`config.mk`:
```
export PLATFORM = sky130hd
export DESIGN_NAME = claim_arbiter
export DESIGN_NICKNAME = d
export VERILOG_FILES = /design/src/rtl/claim_arb_pkg.sv /design/src/rtl/rival_sync.sv /design/src/rtl/cycle_down.sv /design/src/rtl/claim_arbiter.sv
export SDC_FILE = /design/constraint.sdc
export NUM_CORES = 1
export LEC_CHECK = 0
export BUFFER_PORTS_ARGS = -buffer_cell sky130_fd_sc_hd__buf_2
export CORE_MARGIN = 5
export CORE_UTILIZATION = 45
export DETAILED_ROUTE_END_ITERATION = 12
export PLACE_DENSITY = 0.62
export SLEW_MARGIN = 20
export SYNTH_ARGS = -nofsm -noshare
export SYNTH_HDL_FRONTEND = slang
export SYNTH_HIERARCHICAL = 1
export SYNTH_SLANG_ARGS = --single-unit
```
`constraint.sdc`:
```
create_clock -name clk -period 3.5 [get_ports clk]
set_clock_uncertainty 0.15 [all_clocks]
set_input_delay 0.175 -clock clk [delete_from_list [all_inputs] [get_ports clk]]
set_output_delay 0.175 -clock clk [all_outputs]
set_load 0.1 [all_outputs]
```
`src/rtl/claim_arb_pkg.sv`:
```
package claim_arb_pkg;

    typedef enum logic [2:0] {
        ST_IDLE,
        ST_SETTLE,
        ST_HOLD,
        ST_BACKOFF,
        ST_OWNED,
        ST_GIVEUP
    } arb_state_e;

    typedef struct packed {
        arb_state_e st;
    } arb_regs_t;

    function automatic int unsigned us_to_cycles(int unsigned mhz, int unsigned us);
        return mhz * us;
    endfunction

    function automatic int unsigned max_u(int unsigned a, int unsigned b);
        return (a > b) ? a : b;
    endfunction

endpackage

```
`src/rtl/rival_sync.sv`:
```
module rival_sync #(
    parameter int unsigned LANES = 1
) (
    input  logic             clk,
    input  logic             rst_n,
    input  logic [LANES-1:0] raw_n_i,
    output logic [LANES-1:0] sync_n_o
);

    for (genvar g = 0; g < LANES; g++) begin : g_lane
        logic meta_d, meta_q;
        logic stab_d, stab_q;

        always_comb begin
            meta_d = raw_n_i[g];
            stab_d = meta_q;
        end

        // Reset to 1: a released (pulled-up) wire.
        always_ff @(posedge clk or negedge rst_n) begin
            if (!rst_n) begin
                meta_q <= 1'b1;
                stab_q <= 1'b1;
            end else begin
                meta_q <= meta_d;
                stab_q <= stab_d;
            end
        end

        assign sync_n_o[g] = stab_q;
    end

endmodule

```
`src/rtl/cycle_down.sv`:
```
module cycle_down #(
    parameter int unsigned W = 8
) (
    input  logic         clk,
    input  logic         rst_n,
    input  logic         load_i,
    input  logic [W-1:0] load_val_i,
    input  logic         run_i,
    output logic         zero_o
);

    logic [W-1:0] cnt_d, cnt_q;

    always_comb begin
        cnt_d = cnt_q;
        if (load_i) begin
            cnt_d = load_val_i;
        end else if (run_i && (cnt_q != '0)) begin
            cnt_d = cnt_q - 1'b1;
        end
    end

    always_ff @(posedge clk or negedge rst_n) begin
        if (!rst_n) begin
            cnt_q <= '0;
        end else begin
            cnt_q <= cnt_d;
        end
    end

    assign zero_o = (cnt_q == '0);

    // a drained counter stays drained until reloaded, so expiry is sticky
    p_timer_floor_r7: assert property (@(posedge clk) disable iff (!rst_n)
        (run_i && !load_i && zero_o) |=> zero_o);

endmodule

```
`src/rtl/claim_arbiter.sv`:
```
module claim_arbiter
    import claim_arb_pkg::*;
#(
    parameter int unsigned N_RIVALS   = 1,
    parameter int unsigned CLK_MHZ    = 200,
    parameter int unsigned SETTLE_US  = 10,
    parameter int unsigned RETRY_US   = 3000,
    parameter int unsigned BUDGET_US  = 50000,
    parameter int unsigned SETTLE_CYC = us_to_cycles(CLK_MHZ, SETTLE_US),
    parameter int unsigned RETRY_CYC  = us_to_cycles(CLK_MHZ, RETRY_US),
    parameter int unsigned BUDGET_CYC = us_to_cycles(CLK_MHZ, BUDGET_US)
) (
    input  logic                clk,
    input  logic                rst_n,
    input  logic                req_i,
    input  logic                release_i,
    output logic                grant_o,
    output logic                fail_o,
    output logic                claim_n_o,
    input  logic [N_RIVALS-1:0] rival_claim_n_i
);

    localparam int unsigned PH_MAX = max_u(SETTLE_CYC, RETRY_CYC);
    localparam int unsigned PH_W   = $clog2(PH_MAX + 1);
    localparam int unsigned BUD_W  = $clog2(BUDGET_CYC + 1);
    localparam logic [PH_W-1:0]  SETTLE_LD = PH_W'(SETTLE_CYC - 1);
    localparam logic [PH_W-1:0]  RETRY_LD  = PH_W'(RETRY_CYC - 1);
    localparam logic [BUD_W-1:0] BUDGET_LD = BUD_W'(BUDGET_CYC - 1);

    arb_regs_t         cur, nxt;
    logic [N_RIVALS-1:0] rivals_n;
    logic              rival_busy;
    logic              ph_load, ph_zero;
    logic [PH_W-1:0]   ph_val;
    logic              bud_load, bud_zero;
    logic              attempt_open;

    rival_sync #(.LANES(N_RIVALS)) sync_i (
        .clk      (clk),
        .rst_n    (rst_n),
        .raw_n_i  (rival_claim_n_i),
        .sync_n_o (rivals_n)
    );

    // Any rival wire pulled low is a competing claim.
    assign rival_busy = ~&rivals_n;

    assign attempt_open = (cur.st == ST_SETTLE) || (cur.st == ST_HOLD) ||
                          (cur.st == ST_BACKOFF);

    cycle_down #(.W(PH_W)) phase_tmr_i (
        .clk        (clk),
        .rst_n      (rst_n),
        .load_i     (ph_load),
        .load_val_i (ph_val),
        .run_i      (attempt_open),
        .zero_o     (ph_zero)
    );

    cycle_down #(.W(BUD_W)) budget_tmr_i (
        .clk        (clk),
        .rst_n      (rst_n),
        .load_i     (bud_load),
        .load_val_i (BUDGET_LD),
        .run_i      (attempt_open),
        .zero_o     (bud_zero)
    );

    always_comb begin
        nxt      = cur;
        ph_load  = 1'b0;
        ph_val   = '0;
        bud_load = 1'b0;
        unique case (cur.st)
            ST_IDLE: begin
                if (req_i) begin
                    nxt.st   = ST_SETTLE;
                    ph_load  = 1'b1;
                    ph_val   = SETTLE_LD;
                    bud_load = 1'b1;
                end
            end
            ST_SETTLE: begin
                if (!req_i) begin
                    nxt.st = ST_IDLE;
                end else if (ph_zero && !rival_busy) begin
                    nxt.st = ST_OWNED;
                end else if (bud_zero) begin
                    nxt.st = ST_GIVEUP;
                end else if (ph_zero) begin
                    nxt.st  = ST_HOLD;
                    ph_load = 1'b1;
                    ph_val  = RETRY_LD;
                end
            end
            ST_HOLD: begin
                if (!req_i) begin
                    nxt.st = ST_IDLE;
                end else if (!rival_busy) begin
                    nxt.st = ST_OWNED;
                end else if (bud_zero) begin
                    nxt.st = ST_GIVEUP;
                end else if (ph_zero) begin
                    nxt.st  = ST_BACKOFF;
                    ph_load = 1'b1;
                    ph_val  = RETRY_LD;
                end
            end
            ST_BACKOFF: begin
                if (!req_i) begin
                    nxt.st = ST_IDLE;
                end else if (bud_zero) begin
                    nxt.st = ST_GIVEUP;
                end else if (ph_zero) begin
                    nxt.st  = ST_SETTLE;
                    ph_load = 1'b1;
                    ph_val  = SETTLE_LD;
                end
            end
            ST_OWNED: begin
                if (release_i) begin
                    nxt.st = ST_IDLE;
                end
            end
            ST_GIVEUP: begin
                nxt.st = ST_IDLE;
            end
            default: begin
                nxt.st = ST_IDLE;
            end
        endcase
    end

    always_ff @(posedge clk or negedge rst_n) begin
        if (!rst_n) begin
            cur.st <= ST_IDLE;
        end else begin
            cur <= nxt;
        end
    end

    assign claim_n_o = !((cur.st == ST_SETTLE) || (cur.st == ST_HOLD) ||
                         (cur.st == ST_OWNED));
    assign grant_o   = (cur.st == ST_OWNED);
    assign fail_o    = (cur.st == ST_GIVEUP);


    p_claim_on_req_r2: assert property (@(posedge clk) disable iff (!rst_n)
        (cur.st == ST_IDLE && req_i) |=> !claim_n_o);

    p_grant_clear_r3: assert property (@(posedge clk) disable iff (!rst_n)
        $rose(grant_o) |-> $past(!rival_busy));

    p_grant_holds_claim_r4: assert property (@(posedge clk) disable iff (!rst_n)
        grant_o |-> !claim_n_o);

    p_hold_keeps_claim_r5: assert property (@(posedge clk) disable iff (!rst_n)
        (cur.st == ST_HOLD && req_i && rival_busy && !ph_zero && !bud_zero)
        |=> !claim_n_o);

    p_reclaim_after_wait_r6: assert property (@(posedge clk) disable iff (!rst_n)
        (cur.st == ST_BACKOFF && nxt.st == ST_SETTLE) |-> ph_zero);

    p_fail_pulse_r7: assert property (@(posedge clk) disable iff (!rst_n)
        fail_o |=> !fail_o);
    p_fail_released_r7: assert property (@(posedge clk) disable iff (!rst_n)
        fail_o |-> (claim_n_o && !grant_o));

    p_release_ends_r8: assert property (@(posedge clk) disable iff (!rst_n)
        (grant_o && release_i) |=> (claim_n_o && !grant_o));

    p_drop_abandons_r9: assert property (@(posedge clk) disable iff (!rst_n)
        (attempt_open && !req_i) |=> (claim_n_o && !grant_o && !fail_o));

endmodule

```
### After elaboration in Yosys (flattened, before gate mapping)

Cells that the tools add are included.

* flip-flop bits (word level): 49

* equality and inequality tests: 10
* reduce and logical (&&, ||, !) cells: 15
* add/sub/neg operators: 2
* muxes and demuxes: 39

Operator list (count)
* 20-bit 2-to-1 mux: 8
* 20-bit one-hot mux with 4 select lines: 1
* 24-bit 2-to-1 mux: 2
* 11-bit 2-to-1 mux: 4
* 3-bit 2-to-1 mux: 13
* 24-bit zero test: 1
* 24-bit nonzero test: 1
* 24-bit by 1-bit subtractor with 24-bit output (second input constant): 1
* 20-bit zero test: 1
* 20-bit nonzero test: 1
* 20-bit by 1-bit subtractor with 20-bit output (second input constant): 1
* 3-bit one-hot mux with 5 select lines: 1
* 5-bit by 4-bit inequality test with 1-bit output (second input constant): 2
* 1-bit 2-to-1 mux: 9
* 3-bit by 2-bit == test with 1-bit output (second input constant): 2
* 3-bit == test (second input constant): 2
* 5-bit AND reduction: 1
* 2-bit inequality test (second input constant): 2
* 4-bit inequality test (second input constant): 1
* 1-bit one-hot mux with 4 select lines: 1
* 2-bit nonzero test: 2
* 3-bit by 1-bit == test with 1-bit output (second input constant): 1
* 1-bit logical AND: 3
* 3-bit zero test: 1
* other kinds (2): 4

### Logic depth before layout (Yosys ltp)

* depth in word-level cells: 7
* mapped depth: 13
* mapped depth without buffers: 12

### By module

Netlist, hierarchy kept.

By module, submodules not included
* cycle_down (budget_tmr_i): instances 1, cells each 168, area an instance 1492.7 µm²
* cycle_down (phase_tmr_i): instances 1, cells each 140, area an instance 1252.5 µm²
* claim_arbiter: instances 1, cells each 39, area an instance 310.3 µm²
* rival_sync: instances 1, cells each 2, area an instance 52.6 µm²

### Least setup slack after synthesis

OpenSTA, ideal clock, no wires.

* path kind: register -> output
* start point: register cur[2] (netlist bit)
* end point: output fail_o
* cell stages (with the launch flop): 3
* required time: 3175 ps
* arrival: 2767 ps
* setup slack: 408 ps
* cell sequence: dfrtp_1 > inv_1 > nor3b_1

* word-level cells in the longest chain between the ends: 1

Ends and longest elaborated chain
* from (decl): line claim_arbiter.sv:30 `arb_regs_t cur, nxt;`
* from (signal assigned): line claim_arbiter.sv:138 `cur <= nxt;`
* 3-bit == test: line claim_arbiter.sv:145 `assign fail_o = (cur.st == ST_GIVEUP);`
* to (decl): line claim_arbiter.sv:18 `output logic fail_o,`

Every way passes these cells.

### Final worst setup path

* start point: register budget_tmr_i.cnt_q[10]
* end point: register phase_tmr_i.cnt_q[9]

* word-level cells in the longest chain between the ends: 6
* elaborated cells on any way between the ends: 18
* those cells by class: 16 x mux; 2 x reduce/logical

Ends and longest elaborated chain
* from (decl): line cycle_down.sv:12 `logic [W-1:0] cnt_d, cnt_q;`
* from (signal assigned): line cycle_down.sv:27 `cnt_q <= cnt_d;`
* 24-bit zero test (*): line cycle_down.sv:31 `assign zero_o = (cnt_q == '0);`
* named net bud_zero: line claim_arbiter.sv:35 `logic bud_load, bud_zero;`
* 1-bit 2-to-1 mux (*): line claim_arbiter.sv:88 `end else if (bud_zero) begin`
* 1-bit 2-to-1 mux, on equally long branches: line claim_arbiter.sv:99, claim_arbiter.sv:86
* 1-bit 2-to-1 mux, on equally long branches: line claim_arbiter.sv:97, claim_arbiter.sv:84
* 1-bit one-hot mux with 4 select lines (*): line claim_arbiter.sv:74 `unique case (cur.st)`
* named net ph_load: line claim_arbiter.sv:33 `logic ph_load, ph_zero;`
* 20-bit 2-to-1 mux / 2-bit nonzero test (equally long branches)
* to (signal assigned): line cycle_down.sv:27
* to (decl): line cycle_down.sv:12

The timed path passes the listed nets; every way through them passes the cells marked *.
A chain may end at the register's enable or synchronous reset.

==> metrics.md <==
| Metric | Value |
|---|---|
| Outcome | `completed` |
| Max Clock Freq | `320.8 MHz` |
| Seq pwr share | `0.500` |
| Crit path launch type | `register` |
| Min-Delay Path Depth | `3` |
| Met1 Track Usage GR | `0.2078` |
| GRT Residual Overflow | `0` |
| Top post-synthesis cells by count | `dfrtp_1 (47), nand2_1 (45), o21ai_0 (34)` |
| Minimum clock period | `3117 ps` |
| First-pass GRT wire length | `11470 microns` |
| Clock-pin slew on the worst setup and hold paths | `100 ps` |
| Clock sink count | `49` |
| Switching Share | `0.3688` |
| Post-route cell area | `0.003496 sq mm` |
| First-pass detailed-route iteration total | `4` |
| Syn Std Cell Area | `0.003108 sq mm` |
| Worst setup EP type | `register` |
| TritonCTS clock tree | `built` |
| Hold Path Class | `input pin to register` |
| Lkg Pwr | `1.379 nW` |
| Busiest grt layer | `met2` |
| Worst-Skew Late Latency | `310 ps` |
| Initial antenna violation count | `0` |
| Die ar. | `0.008669 sq mm` |
| Worst Path Arrival | `3210 ps` |
| Commonest register cell after synthesis | `dfrtp_1` |
| Initial Util | `0.4600` |
| FFs w/ async S/R, synth | `1.000` |
| Via count | `2511` |
| Drc violations | `0` |
| Core Rows | `30` |
| Port bufs | `7` |
| Final Setup Violations | `0` |
| HPWL Detailed | `4515 microns` |
| Final antenna-violating net count | `0` |
| Synth unique cells | `54` |
| WS Path Type | `register to register` |
| DIE WIDTH | `93.11 microns` |
| Area of the core | `0.006756 sq mm` |
| Sw Pwr | `0.0006144 W` |
| Sequential-to-total area share from yosys stat | `0.3953` |
| Logic pwr share | `0.295` |
| Unrepaired setup endpoints after global routing | `false` |
| GP Congestion | `0.8751` |
| Relative slew slack | `0.4950` |
| Post-synthesis register bit count | `49` |
| Max-slew violations | `0` |
| Avg Inst Size Synth | `8.905 sq um` |
| CTS Buf Count | `5` |
| # IOs | `8` |
| Vias per cell | `5.331` |
| Pwr/cell area | `476.5 mW/mm^2` |
| H-tree depth | `2` |
| Total Wirelength | `6444 microns` |
| M2 GR Usage | `0.2831` |
| Most common cell in the netlist | `dfrtp_1` |
| Setup bufs post-CTS | `0` |
| Worst hold-check slack | `38.45 ps` |
| Maxcap violations | `0` |
| Area share of the largest cell type after synthesis | `0.3784` |
| Post-place instance area | `0.003371 sq mm` |
| Post-Syn Instances | `349` |
| GR Util met3 | `0.03057` |
| Maximum VDD drop | `0.0002285 V` |
| Layout cells sized above 1 | `0.1202` |
| Area contributors post-synth | `dfrtp_1 (38%), o21ai_0 (5.5%), nand2_1 (5.4%)` |
| Final hold viol count | `0` |
| Worst Tran Pin Value | `757.5 ps` |
| EDFF count, synth | `0` |
| Clock network fraction of design power | `0.205` |
| Post-layout power | `0.001666 W` |
| Drt initial violations | `95` |
| Ant diodes | `0` |
| CTS Buffer Depth | `2` |
| Worst Path Required | `3600 ps` |
| Chip height | `93.11 microns` |
| Clock root cell | `clkbuf_8` |
| Area growth syn-to-layout | `12.48%` |
| GRT Util Overall | `0.1623` |
| Largest net degree at the start of global routing | `51` |
| DR WL/cell | `13.68 microns` |
| Vias in the first global route | `2428` |
| Setup TNS | `0 ps` |
| Period utilization | `0.8906` |
| Fin nets | `399` |
| Largest area contributor in the netlist | `dfrtp_1` |
| Internal | `0.001051 W` |
| Max FO, Critical Path | `12` |
| Synthesis Warnings | `6` |
| R2R depth | `11` |
==> power groups by stage <==
stage	logic, W	registers [W]	clock network (W)
5_1_grt	0.000561	0.000854	0.000383
3_5_place_dp	0.000488	0.000840	0
3_3_place_gp	0.000478	0.000837	0
6_report	0.000491	0.000833	0.000342
2_1_floorplan	0.000383	0.000807	0
4_1_cts	0.000494	0.000832	0.000361
==> per-stage QoR <==
stage	setup slack, ps	instances	util
floorplan	408.0	377	-
CTS	222.7	471	0.5163
global placement	299.7	460	0.4989
global route	137.2	471	0.5174
finish	383.0	471	0.5174
detailed placement	249.8	460	0.4989
==> cell type report <==
class,count,area (sq um)
Multi-Input combinational cell,299,1872
Tap cell,80,100.1
Clock buffer,6,72.57
Fill cell,628,3261
Inverter,12,45.04
Clock inverter,2,15.01
Timing Repair Buffer,23,162.7
Sequential cell,49,1229
==> flip-flops by register name (all words and copies together), names as in the netlist <==
name	cells
phase_tmr_i/cnt_q	20
cur	3
sync_i/sync_n_o	1
budget_tmr_i/cnt_q	24
sync_i/g_lane.meta_q	1
==> critical path: stages, from the launching register on <==
cell and delay (ps):
dfrtp_1 420, nor4_1 490, and2_1 290, nand2_1 70
nor2_1 140, buf_4 170, nor4bb_4 50, a31o_2 270
o21bai_4 240, buf_4 210, or4_1 470, nand3_1 90
==> what timing repair did <==
| action | in CTS | in global routing |
|---|---|---|
| endpoints found under the hold margin | 33 | 0 |
| resized for setup | 0 | 1 |
| setup endpoints to repair | 0 | 3 |
| hold buffers | 3 | 0 |
==> cells in the final DEF, fill, tap and decap left out, drive strengths merged, types with 4 or more instances in the layout <==
cell type	count
or3	6
ha	4
or4	9
a21oi	13
xnor2	17
conb	30
nand2b	6
nand4	5
and2	4
nor4	19
nand3	6
o211ai	8
o21ai	42
clkbuf	6
nor2b	5
nor3	10
inv	12
nand2	45
buf	20
dfrtp	47
nor2	16
xor2	16
==> logic make-up after synthesis <==
group	count (synthesis)	share of synthesized area
xor gates and xnor gates	33	0.09299
and+or+nand+nor	146	0.2798
other	2	0.002416
AOI/OAI and AO/OA	83	0.1626
DFF	49	0.3953
adders and majority gates	4	0.01610
buffers and inverters	29	0.03985
muxes	3	0.01087
==> routing by layer <==
layer	share of wire	wire length (microns)	vias up
li1	-	-	1303
met1	0.47	3059	1163
met2	0.48	3125	38
met3	0.031	202	7
met4	0.0088	57	0
met5	0	0	-
==> worst paths after layout <==
path	from	to	slack, ps
max	budget_tmr_i/cnt_q[10]	phase_tmr_i/cnt_q[9]	380
min	req_i	cur[0]	40
max reg2reg	budget_tmr_i/cnt_q[10]	phase_tmr_i/cnt_q[9]	380
min reg2reg	sync_i/g_lane[0].meta_q	sync_i/sync_n_o	210
max in group asynchronous	rst_n	sync_i/g_lane[0].meta_q	2100
min in group asynchronous	rst_n	cur[0]	310
Note: power is estimated with default switching activity, not from simulation.
